File: src/rtl/lrb_pkg.sv
// Shared types for the list register bank.
// Assumes nothing beyond the two-bit state encoding below.
package lrb_pkg;
    typedef enum logic [1:0] {
        ST_IDLE = 2'b00,
        ST_PEND = 2'b01,
        ST_ACT  = 2'b10,
        ST_PACT = 2'b11
    } lr_state_e;
endpackage

File: src/rtl/lrb_entry.sv
// One list entry: holds IDs, link flag, state and forwarded flag.
// Assumes the parent only raises ack_hit on a pending entry and
// deact_hit on an active, not-yet-forwarded entry; a write wins over both.
module lrb_entry
    import lrb_pkg::*;
#(
    parameter int VID_W = 10,
    parameter int PID_W = 10
) (
    input  logic             clk,
    input  logic             rst_n,
    input  logic             wr_en,
    input  logic [VID_W-1:0] wr_vid,
    input  logic [PID_W-1:0] wr_pid,
    input  logic             wr_hw,
    input  lr_state_e        wr_state,
    input  logic             ack_hit,
    input  logic             deact_hit,
    output logic [VID_W-1:0] vid,
    output logic [PID_W-1:0] pid,
    output logic             hw,
    output lr_state_e        state,
    output logic             done
);
    // Entry update: reset, software load, acknowledge, deactivate.
    always_ff @(posedge clk) begin
        if (!rst_n) begin
            vid   <= '0;
            pid   <= '0;
            hw    <= 1'b0;
            state <= ST_IDLE;
            done  <= 1'b0;
        end else if (wr_en) begin
            vid   <= wr_vid;
            pid   <= wr_pid;
            hw    <= wr_hw;
            state <= wr_state;
            done  <= 1'b0;
        end else if (ack_hit) begin
            state <= ST_ACT;
        end else if (deact_hit) begin
            if (hw) begin
                done <= 1'b1;
            end else begin
                state <= lr_state_e'({1'b0, state[0]});
            end
        end
    end
endmodule

File: src/rtl/lrb_lowest.sv
// Lowest-index-wins finder over a request vector.
// Assumes N >= 1; idx is zero when nothing is found.
module lrb_lowest #(
    parameter int N     = 4,
    parameter int IDX_W = 2
) (
    input  logic [N-1:0]     req,
    output logic             found,
    output logic [IDX_W-1:0] idx
);
    // Scan from the top so the lowest set bit is written last.
    always_comb begin
        found = |req;
        idx   = '0;
        for (int i = N - 1; i >= 0; i--) begin
            if (req[i]) idx = IDX_W'(i);
        end
    end
endmodule

File: src/rtl/lrb_bank.sv
// List register bank top: N entries, software write/read port, guest
// acknowledge and deactivate, physical deactivate forwarding.
// Assumes one software write and at most one of each guest operation
// per cycle; results appear one cycle after the request.
module lrb_bank
    import lrb_pkg::*;
#(
    parameter int N     = 4,
    parameter int VID_W = 10,
    parameter int PID_W = 10,
    localparam int IDX_W = (N > 1) ? $clog2(N) : 1
) (
    input  logic             clk,
    input  logic             rst_n,
    input  logic             sw_wr_en,
    input  logic [IDX_W-1:0] sw_wr_idx,
    input  logic [VID_W-1:0] sw_wr_vid,
    input  logic [PID_W-1:0] sw_wr_pid,
    input  logic             sw_wr_hw,
    input  logic [1:0]       sw_wr_state,
    output logic             sw_wr_reject,
    input  logic [IDX_W-1:0] sw_rd_idx,
    output logic [VID_W-1:0] sw_rd_vid,
    output logic [PID_W-1:0] sw_rd_pid,
    output logic             sw_rd_hw,
    output logic [1:0]       sw_rd_state,
    output logic             sw_rd_done,
    input  logic             g_ack_req,
    output logic             g_ack_valid,
    output logic [VID_W-1:0] g_ack_vid,
    input  logic             g_deact_req,
    input  logic [VID_W-1:0] g_deact_vid,
    output logic             g_deact_err,
    output logic             pd_deact_valid,
    output logic [PID_W-1:0] pd_deact_pid
);
    localparam logic [VID_W-1:0] SPURIOUS = {VID_W{1'b1}};

    logic [VID_W-1:0] e_vid   [N];
    logic [PID_W-1:0] e_pid   [N];
    logic             e_hw    [N];
    lr_state_e        e_state [N];
    logic             e_done  [N];

    logic [N-1:0]     pend_vec;
    logic [N-1:0]     match_vec;
    logic             ack_found, deact_found;
    logic [IDX_W-1:0] ack_idx, deact_idx;
    logic             wr_illegal, wr_ok;

    // Linked entries may not be loaded as pending+active.
    assign wr_illegal = sw_wr_en && sw_wr_hw && (sw_wr_state == 2'b11);
    assign wr_ok      = sw_wr_en && !wr_illegal;

    genvar gi;
    generate
        for (gi = 0; gi < N; gi++) begin : g_ent
            // Eligibility of each entry for the two guest operations.
            assign pend_vec[gi]  = (e_state[gi] == ST_PEND);
            assign match_vec[gi] = e_state[gi][1] && !e_done[gi] &&
                                   (e_vid[gi] == g_deact_vid);

            lrb_entry #(.VID_W(VID_W), .PID_W(PID_W)) u_entry (
                .clk       (clk),
                .rst_n     (rst_n),
                .wr_en     (wr_ok && (sw_wr_idx == IDX_W'(gi))),
                .wr_vid    (sw_wr_vid),
                .wr_pid    (sw_wr_pid),
                .wr_hw     (sw_wr_hw),
                .wr_state  (lr_state_e'(sw_wr_state)),
                .ack_hit   (g_ack_req && ack_found && (ack_idx == IDX_W'(gi))),
                .deact_hit (g_deact_req && deact_found && (deact_idx == IDX_W'(gi))),
                .vid       (e_vid[gi]),
                .pid       (e_pid[gi]),
                .hw        (e_hw[gi]),
                .state     (e_state[gi]),
                .done      (e_done[gi])
            );

            assert_linked_no_pact_R2: assert property (@(posedge clk) disable iff (!rst_n)
                !(e_hw[gi] && e_state[gi] == ST_PACT));
        end
    endgenerate

    lrb_lowest #(.N(N), .IDX_W(IDX_W)) u_ack_scan (
        .req(pend_vec), .found(ack_found), .idx(ack_idx)
    );

    lrb_lowest #(.N(N), .IDX_W(IDX_W)) u_deact_scan (
        .req(match_vec), .found(deact_found), .idx(deact_idx)
    );

    // Software read-back of the selected entry.
    always_comb begin
        sw_rd_vid   = e_vid[sw_rd_idx];
        sw_rd_pid   = e_pid[sw_rd_idx];
        sw_rd_hw    = e_hw[sw_rd_idx];
        sw_rd_state = e_state[sw_rd_idx];
        sw_rd_done  = e_done[sw_rd_idx];
    end

    // Registered results of writes and guest operations.
    always_ff @(posedge clk) begin
        if (!rst_n) begin
            sw_wr_reject   <= 1'b0;
            g_ack_valid    <= 1'b0;
            g_ack_vid      <= '0;
            g_deact_err    <= 1'b0;
            pd_deact_valid <= 1'b0;
            pd_deact_pid   <= '0;
        end else begin
            sw_wr_reject   <= wr_illegal;
            g_ack_valid    <= g_ack_req;
            if (g_ack_req) g_ack_vid <= ack_found ? e_vid[ack_idx] : SPURIOUS;
            pd_deact_valid <= g_deact_req && deact_found && e_hw[deact_idx];
            if (g_deact_req && deact_found) pd_deact_pid <= e_pid[deact_idx];
            if (g_deact_req && !deact_found) g_deact_err <= 1'b1;
        end
    end

    assert_reject_cause_R2: assert property (@(posedge clk) disable iff (!rst_n)
        sw_wr_reject |-> $past(sw_wr_en && sw_wr_hw && sw_wr_state == 2'b11));
    assert_ack_reply_R3: assert property (@(posedge clk) disable iff (!rst_n)
        g_ack_req |=> g_ack_valid);
    assert_ack_cause_R3: assert property (@(posedge clk) disable iff (!rst_n)
        g_ack_valid |-> $past(g_ack_req));
    assert_pd_cause_R6: assert property (@(posedge clk) disable iff (!rst_n)
        pd_deact_valid |-> $past(g_deact_req));
    assert_err_sticky_R7: assert property (@(posedge clk) disable iff (!rst_n)
        g_deact_err |=> g_deact_err);
endmodule

File: config.mk
export PLATFORM = sky130hd
export DESIGN_NAME = lrb_bank
export DESIGN_NICKNAME = d
export VERILOG_FILES = /design/src/rtl/lrb_pkg.sv /design/src/rtl/lrb_entry.sv /design/src/rtl/lrb_lowest.sv /design/src/rtl/lrb_bank.sv
export SDC_FILE = /design/constraint.sdc
export NUM_CORES = 1
export LEC_CHECK = 0
export CAP_MARGIN = 5
export CORE_MARGIN = 4
export CORE_UTILIZATION = 55
export CTS_CLUSTER_DIAMETER = 100
export DETAILED_ROUTE_END_ITERATION = 7
export HOLD_SLACK_MARGIN = 0.03
export PLACE_DENSITY = 0.8
export SYNTH_ARGS = -nofsm -noshare
export SYNTH_HDL_FRONTEND = slang
export SYNTH_SLANG_ARGS = --single-unit
File: constraint.sdc
create_clock -name clk -period 2.5 [get_ports clk]
set_clock_uncertainty 0.2 [all_clocks]
set_input_delay 0.25 -clock clk [delete_from_list [all_inputs] [get_ports clk]]
set_output_delay 0.25 -clock clk [all_outputs]
set_load 0.05 [all_outputs]
==> impl_metrics.json, run 1 <==
{
  "status": "completed",
  "placed_cell_area_mm2": 0.00778,
  "grt_start_max_net_pins": 49,
  "drive_gt1_share_pct": 16.4,
  "path_clk_slew_ps": 60,
  "wl_met2_um": 9890,
  "cts_hold_buf": 0,
  "antenna_found_initial": 0,
  "avgSynthCellArea_um2": 8.67,
  "synth_fp_nets": 765,
  "initial_core_util_pct": 57.1,
  "drt-total-wl_um": 20800,
  "synthTopCellsByCount": "nand2_1, dfxtp_1, a21boi_0, clkbuf_1, o21ai_0",
  "async_reset_ff_share_pct": 0,
  "ys_seq_area_share_pct": 38.3,
  "wl_met3_um": 2240,
  "drt_iter0_drc": 812,
  "cts.sinks": 120,
  "ir_drop_mv": 0.561,
  "syn_area_mm2": 0.00627,
  "synthTopCellsByArea": "dfxtp_1, nand2_1, a21boi_0",
  "setup_tns_ps": 0,
  "grt_use_total_pct": 32.6,
  "period_needed_ps": 2240,
  "maxSlewHeadroom_pct": 65.6,
  "cts_setup_buffers": 0,
  "setup_viol": 0,
  "synth_edf_count": 0,
  "cts_resized": 0,
  "synth_ff_type": "dfxtp_1",
  "rows": 38,
  "ant_nets": 0,
  "fin_crit_sh_pct": 89.7,
  "hpwl_um": 13900,
  "hold_viol_final": 0,
  "dieArea_mm2": 0.0132,
  "areaGrowthSynthToFinish_pct": 33.7,
  "cts_tree": "done",
  "io_pins": 90,
  "m1WireLength_um": 7970,
  "fmax_mhz": 446,
  "fin_area_mm2": 0.00838,
  "crit_arrival_ps": 2340,
  "powerDensity_mw_per_mm2": 626,
  "min_path_type": "input pin to register",
  "htreeDepth": 4,
  "drv_cap": 0,
  "synth_top_area_share_pct": 38.3,
  "cellLeakagePower_nw": 3.01,
  "top_layer": "met4",
  "io_buffers": 89,
  "yosysMostFrequentCell": "nand2_1",
  "start_kind": "register",
  "final_cells": 979,
  "routed_via_density": 6.51,
  "die_h_um": 115,
  "die_x_um": 115,
  "netlist.top_cell.by_area": "dfxtp_1",
  "route.detailed.drc": 0,
  "grt_pass1_vias": 6369,
  "drtPass1Iterations": 6,
  "cts_max_path_buffers": 2,
  "gp_congestion": 0.892,
  "finalMaxSlewViolations": 0,
  "cts_made_buffers": 17,
  "rsz0062_at_grt": "false",
  "core-area_mm2": 0.0110,
  "cp-end-kind": "register",
  "wl_per_cell_um": 21.3,
  "nNetsFinal": 868,
  "num_vias": 6374,
  "yosysWarningCount": 0,
  "synth-seq-cells": 120,
  "antenna_cells": 0,
  "fillers": 743,
  "crit_type": "register to register",
  "tightest_slew_ps": 515,
  "path_max_fanout": 11,
  "cp.required_ps": 2600,
  "grt_pass1_wl_um": 33600,
  "cts-root-buf": "clkbuf_16",
  "synth_cells": 723,
  "ys_types": 41,
  "gr-total-overflow": 0,
  "worstSkewPairLatency_ps": 420,
  "dp.cells": 947
}
layout by cell type, fill, tap and decap left out, drive strengths merged, types with 7 or more instances in the layout:
cell type	count
o211a	10
buf	78
nand2b	7
nand4	17
nand3b	10
clkbuf	23
mux4	24
o211ai	11
o21ai	35
clkdlybuf4s50	63
a41oi	12
nand2	184
a221oi	10
xor2	20
mux2i	10
a21boi	88
nor3	7
a21oi	24
dfxtp	120
xnor2	20
nand3	11
nor2	10
state kept, by name, summed over array words and instances, names as in the netlist:
| signal | count |
|---|---|
| g_ent.u_entry.state | 8 |
| g_ent.u_entry.pid | 40 |
| g_ack_valid | 1 |
| g_ent.u_entry.hw | 4 |
| pd_deact_valid | 1 |
| g_ent.u_entry.vid | 40 |
| g_ent.u_entry.done | 4 |
| g_ack_vid | 10 |
| pd_deact_pid | 10 |
| g_deact_err | 1 |
| sw_wr_reject | 1 |
cell families after synthesis:
logic type	share of synthesized area (%)
simple gates	18.8
compound gates	23.1
flops	38.3
buf+inv	4.03
xor+xnor	5.59
mux	10.2
stage by stage:
step	util, %	total power [mW]	hold WS (ps)	worst slack (ps)
6_report	76.3	5.25	92.6	257
5_1_grt	76.3	5.40	118	126
4_1_cts	76.3	5.25	82.2	255
3_5_place_dp	70.8	2.82	272	-130
3_3_place_gp	70.8	2.80	261	-86.5
2_1_floorplan	-	2.47	164	485
per-layer routing:
layer / track usage, % / vias to the layer above
li1: - / 2800
met1: 41.1 / 3035
met2: 53.5 / 449
met3: 7.63 / 90
met4: 14.8 / 0
met5: 0 / -
power breakdown:
part           internal, mW  switching, mW
Sequential             1.98         0.0682
Clock                  1.58          0.870
Combinational         0.331          0.423
path summary, 6_finish.rpt:
check                                  startpoint                              endpoint  cells after the start  slack, ps
max          g_ent[1].u_entry.vid[0]$_SDFFE_PN0P_          pd_deact_pid[9]$_SDFFE_PN0P_                      8        260
min                                         rst_n          pd_deact_pid[3]$_SDFFE_PN0P_                      3         90
max reg2reg  g_ent[1].u_entry.vid[0]$_SDFFE_PN0P_          pd_deact_pid[9]$_SDFFE_PN0P_                      8        260
min reg2reg  g_ent[3].u_entry.pid[5]$_SDFFE_PN0P_  g_ent[3].u_entry.pid[5]$_SDFFE_PN0P_                      2        280
critical path, cell delays in order, from the launching register on:
cell and delay, ps:
dfxtp_1 350, xor2_1 170, nor4_1 440, buf_4 200, and3_1 210, nor3_1 70
buf_4 200, a21oi_1 190, a21oi_1 90
area by class of cell:
type	instances	area (um2)	share of cell area (%)
inverters	4	15.0	0.179
clock inverters	9	115	1.37
multi-input cells	542	3620	43.2
well taps	140	175	2.09
repair buffers	141	1560	18.6
flip-flops and latches	120	2400	28.7
clock buffers	23	488	5.82
Note: power is estimated with default switching activity, not from simulation.
==> run 2, diff against run 1 <==
--- a/config.mk
+++ b/config.mk
@@ -6,12 +6,15 @@
 export NUM_CORES = 1
 export LEC_CHECK = 0
 export CAP_MARGIN = 5
+export CELL_PAD_IN_SITES_DETAIL_PLACEMENT = 1
+export CELL_PAD_IN_SITES_GLOBAL_PLACEMENT = 1
 export CORE_MARGIN = 4
-export CORE_UTILIZATION = 55
+export CORE_UTILIZATION = 41
 export CTS_CLUSTER_DIAMETER = 100
 export DETAILED_ROUTE_END_ITERATION = 7
 export HOLD_SLACK_MARGIN = 0.03
-export PLACE_DENSITY = 0.8
+export PLACE_DENSITY_LB_ADDON = 0.1
 export SYNTH_ARGS = -nofsm -noshare
 export SYNTH_HDL_FRONTEND = slang
 export SYNTH_SLANG_ARGS = --single-unit
+export TNS_END_PERCENT = 50
==> run 2 against run 1 <==
  * Global-route usage shrank 4.8 points
  * Final area grew 1.6%
  * Sequential power about the same
  * Final cell count increased by 4.4%
  * Wire length increased by 16%
  * Setup slack lost 7.0 ps
  * Total power rose by 4.2%
  * First-iteration DRC count is 29% lower
==> impl_metrics.json, run 2 (synthesis results as in run 1) <==
{
  "cts_setup_buffers": 0,
  "status": "completed",
  "cellLeakagePower_nw": 3.03,
  "route.detailed.drc": 0,
  "cp.required_ps": 2630,
  "finalMaxSlewViolations": 0,
  "grt_start_max_net_pins": 121,
  "hold_viol_final": 0,
  "grt_use_met2_pct": 47.5,
  "gp_congestion": 0.869,
  "grt_use_met3_pct": 5.81,
  "drt-total-wl_um": 24200,
  "routed_via_density": 6.12,
  "min_path_type": "input pin to register",
  "tightest_slew_ps": 515,
  "cts.sinks": 120,
  "busiest_layer": "met2",
  "crit_type": "input pin to register",
  "setup_tns_ps": 0,
  "grt_use_total_pct": 27.8,
  "ir_drop_mv": 0.492,
  "antenna_found_initial": 0,
  "period_needed_ps": 2250,
  "powerDensity_mw_per_mm2": 642,
  "setup_viol": 0,
  "drive_gt1_share_pct": 16.6,
  "initial_core_util_pct": 42.5,
  "multi_input_area_mm2": 0.00364,
  "cp-end-kind": "register",
  "worstSkewPairLatency_ps": 420,
  "cts_hold_buf": 0,
  "drt_iter0_drc": 574,
  "rsz0062_at_grt": "false",
  "reg_top3": "g_ent.u_entry.pid: 40 flops, g_ent.u_entry.vid: 40 flops",
  "htreeDepth": 4,
  "final_cells": 1022,
  "wl_per_cell_um": 23.7,
  "drv_cap": 0,
  "cts-root-buf": "clkbuf_16",
  "fin_area_mm2": 0.00851,
  "ant_nets": 0,
  "rows": 44,
  "die_h_um": 132,
  "path_max_fanout": 5,
  "drtPass1Iterations": 5,
  "nNetsFinal": 867,
  "start_kind": "input pin",
  "whs_path_depth": 3,
  "hpwl_um": 16200,
  "cts_resized": 0,
  "path_clk_slew_ps": 60,
  "fin_crit_sh_pct": 90.0,
  "gr-total-overflow": 0,
  "dieArea_mm2": 0.0173,
  "die_x_um": 132,
  "grt_pass1_wl_um": 37500,
  "grt_pass1_vias": 6548,
  "areaGrowthSynthToFinish_pct": 35.8,
  "fmax_mhz": 444,
  "fillers": 1660,
  "num_vias": 6251,
  "cts_max_path_buffers": 2,
  "cts_made_buffers": 17,
  "io_pins": 90,
  "placed_cell_area_mm2": 0.00788,
  "grt_util_met1_pct": 34.9,
  "cts_tree": "done",
  "seq_area_mm2": 0.00240,
  "r2r_cells": 7,
  "core-area_mm2": 0.0148,
  "maxSlewHeadroom_pct": 65.5,
  "crit_arrival_ps": 2380,
  "p_total_mw": 5.47,
  "io_buffers": 89,
  "layout_common_cells": "nand2_1, dfxtp_1, a21boi_0",
  "antenna_cells": 0,
  "r2r_setup_slack_ps": 280,
  "final_common_cell": "nand2_1",
  "dp.cells": 990
}
## run 2: cell types whose count changed in the layout (fill, tap and decap cells not counted)
cell / delta
nor3_2: +1
clkbuf_1: +1
nor4_2: +2
nor3_1: -1
nor4_1: -2
buf_12: +3
clkbuf_8: -2
bufinv_16: +2
buf_4: -4
clkinvlp_4: -1
## run 2: critical path: stages
cell and delay [ps]:
clkdlybuf4s50_1 470, buf_4 190, xor2_1 140, nor3_1 380, and3_4 290, o41a_1 230, buf_4 170, nand2_1 60
a31oi_1 210
## run 2: routing by layer
layer | wire length [um] | share of wire, %
met5 | 0 | 0
met4 | 557 | 2.3
met3 | 1530 | 6.3
met2 | 11900 | 49
met1 | 10200 | 42
## run 2: report_power, final
group | internal, mW | leakage (nW) | switching, mW | total, mW
logic | 0.336 | 1.76 | 0.440 | 0.776
registers | 1.98 | 0.976 | 0.0728 | 2.05
clock network | 1.72 | 0.293 | 0.914 | 2.64
## run 2: worst paths after layout
path	start	end
max	g_deact_vid[9]	pd_deact_valid$_SDFF_PN0_
min	rst_n	g_ent[3].u_entry.pid[2]$_SDFFE_PN0P_
max reg2reg	g_ent[1].u_entry.vid[5]$_SDFFE_PN0P_	pd_deact_valid$_SDFF_PN0_
min reg2reg	g_ent[3].u_entry.pid[6]$_SDFFE_PN0P_	g_ent[3].u_entry.pid[6]$_SDFFE_PN0P_
## run 2: metrics by stage
step / hold WS, ps / utilization, % / worst slack (ps)
floorplan: 164 / - / 485
global placement: 263 / 53.4 / -56.6
detailed placement: 266 / 53.4 / -118
CTS: 175 / 57.7 / 285
global route: 216 / 57.7 / 140
finish: 193 / 57.7 / 250
## run 2: final cells by class
| class | instances | share of cell area, % |
|---|---|---|
| well taps | 184 | 2.70 |
| clock inverters | 10 | 1.97 |
| clock buffers | 22 | 5.45 |
| inverters | 4 | 0.176 |
| multi-input cells | 542 | 42.8 |
| flip-flops and latches | 120 | 28.2 |
| repair buffers | 140 | 18.7 |
==> run 3, diff against run 2 <==
--- a/config.mk
+++ b/config.mk
@@ -14,6 +14,7 @@
 export DETAILED_ROUTE_END_ITERATION = 7
 export HOLD_SLACK_MARGIN = 0.03
 export PLACE_DENSITY_LB_ADDON = 0.1
+export REMOVE_ABC_BUFFERS = 1
 export SYNTH_ARGS = -nofsm -noshare
 export SYNTH_HDL_FRONTEND = slang
 export SYNTH_SLANG_ARGS = --single-unit
==> run 3 against run 2 <==
  * Final cell count increased by 0.98%
  * Final area increased by 0.73%
  * Maximum frequency decreased by 4.0%
  * Global-route usage decreased by 0.20 points
  * Wire length decreased by 2.3%
  * Setup slack got worse by 94 ps
  * First-iteration DRC count decreased by 6.4%
  * Flip-flop and latch count unchanged
  * Total power decreased by 0.22%
  * Non-clock buffer count increased by 10
  * Via count decreased by 0.54%
==> impl_metrics.json, run 3 (synthesis results as in run 1) <==
{
  "start_kind": "register",
  "final_cells": 1032,
  "hpwl_um": 15800,
  "rsz0062_at_grt": "false",
  "cts_made_buffers": 17,
  "placed_cell_area_mm2": 0.00794,
  "switchingPower_mw": 1.42,
  "grt_pass1_wl_um": 38000,
  "gr-total-overflow": 0,
  "cellLeakagePower_nw": 3.08,
  "drtPass1Iterations": 5,
  "rows": 44,
  "final_common_cell": "nand2_1",
  "worst-path-buf-inv": 2,
  "busiest_layer": "met2",
  "slowest_delay_ps": 470,
  "p_sw_share_pct": 26.0,
  "status": "completed",
  "die_x_um": 132,
  "num_vias": 6217,
  "layout_common_cells": "nand2_1, dfxtp_1, a21boi_0",
  "cts_max_path_buffers": 2,
  "reg_top3": "g_ent.u_entry.pid: 40 flops, g_ent.u_entry.vid: 40 flops",
  "antenna_cells": 0,
  "cp-end-kind": "register",
  "grt_start_max_net_pins": 62,
  "post-route-util_pct": 58.1,
  "drt-total-wl_um": 23700,
  "cpLargestDelayFamily": "compound AO/OA/AOI/OAI gates",
  "antenna_found_initial": 0,
  "die_h_um": 132,
  "pwr-share-seq_pct": 37.5,
  "drt_iter0_drc": 537,
  "fin_area_mm2": 0.00857,
  "grt_use_total_pct": 27.6,
  "fin_crit_sh_pct": 93.8,
  "grt_use_met3_pct": 6.00,
  "cts.sinks": 120,
  "grt_use_met2_pct": 44.8,
  "cts_resized": 0,
  "period_needed_ps": 2340,
  "initial_core_util_pct": 42.5,
  "gp_congestion": 0.896,
  "path_max_fanout": 11,
  "routed_via_density": 6.02,
  "cp.required_ps": 2600,
  "p_int_mw": 4.04,
  "setup_viol": 0,
  "setup_tns_ps": 0,
  "maxSlewHeadroom_pct": 64.4,
  "nNetsFinal": 877,
  "min_path_type": "input pin to register",
  "cts_hold_buf": 0,
  "grt_util_met1_pct": 36.6,
  "tightest_slew_ps": 529,
  "grt_pass1_vias": 6805,
  "areaGrowthSynthToFinish_pct": 36.8,
  "io_buffers": 89,
  "fmax_mhz": 427,
  "ant_nets": 0,
  "dp.cells": 1000,
  "powerDensity_mw_per_mm2": 636,
  "worstSkewPairLatency_ps": 420,
  "htreeDepth": 4,
  "cp_slowest_cell": "o41a_1",
  "combPwrFrac_pct": 14.5,
  "core-area_mm2": 0.0148,
  "cts_setup_buffers": 0,
  "pwr-share-clk_pct": 48.0,
  "crit_arrival_ps": 2440,
  "cts-root-buf": "clkbuf_16",
  "dieArea_mm2": 0.0173,
  "finalMaxSlewViolations": 0,
  "path_clk_slew_ps": 60,
  "cp_cell_sequence": "xor2_1 -> nor4_2 -> buf_4 -> and3_1 -> o41a_1 -> buf_12 -> o21ai_0 -> a21oi_1",
  "hold_viol_final": 0,
  "crit_type": "register to register",
  "wl_per_cell_um": 22.9,
  "drive_gt1_share_pct": 17.6,
  "ir_drop_mv": 0.365,
  "drv_cap": 0,
  "io_pins": 90,
  "cts_tree": "done",
  "route.detailed.drc": 0
}
==> run 3: worst paths after layout <==
check | cells past startpoint | from | end | slack (ps)
max reg2reg | 8 | g_ent[1].u_entry.vid[6]$_SDFFE_PN0P_ | pd_deact_pid[0]$_SDFFE_PN0P_ | 160
min reg2reg | 1 | g_ack_vid[8]$_SDFFE_PN0P_ | g_ack_vid[8]$_SDFFE_PN0P_ | 280
min | 3 | rst_n | pd_deact_pid[3]$_SDFFE_PN0P_ | 110
max | 8 | g_ent[1].u_entry.vid[6]$_SDFFE_PN0P_ | pd_deact_pid[0]$_SDFFE_PN0P_ | 160
==> run 3: power by group through the flow <==
stage | logic (mW) | registers, mW | clock network (mW)
after floorplan | 0.306 | 2.12 | 0
after global placement | 0.759 | 2.08 | 0
after detailed placement | 0.778 | 2.08 | 0
after CTS | 0.785 | 2.04 | 2.66
after global routing | 0.835 | 2.05 | 2.76
final | 0.788 | 2.05 | 2.62
==> run 3: through the flow <==
step,setup slack (ps),hold slack [ps],power [mW]
after floorplan,-155,161,2.43
after global placement,-142,263,2.84
after detailed placement,-221,271,2.86
after CTS,195,90.4,5.49
after global routing,54.2,129,5.65
final,156,113,5.45
==> run 3: area by class of cell <==
cell class	instances	area, um2
fillers	1653	6180
multi-input cells	542	3630
flip-flops and latches	120	2400
repair buffers	150	1670
clock buffers	20	457
well taps	184	230
clock inverters	12	174
inverters	4	15.0
==> run 3: routing by layer <==
layer  routed length [um]  share of wire (%)
met1                10400                 44
met2                11300                 48
met3                 1500                6.3
met4                  427                1.8
met5                    0                  0
==> run 3: worst reg2reg max path: cells and delay by family (launching register included) <==
family / cells / cell delay [ps]
buf+inv: 2 / 320
xor+xnor: 1 / 230
simple gates: 2 / 310
compound gates: 3 / 790
flops: 1 / 390
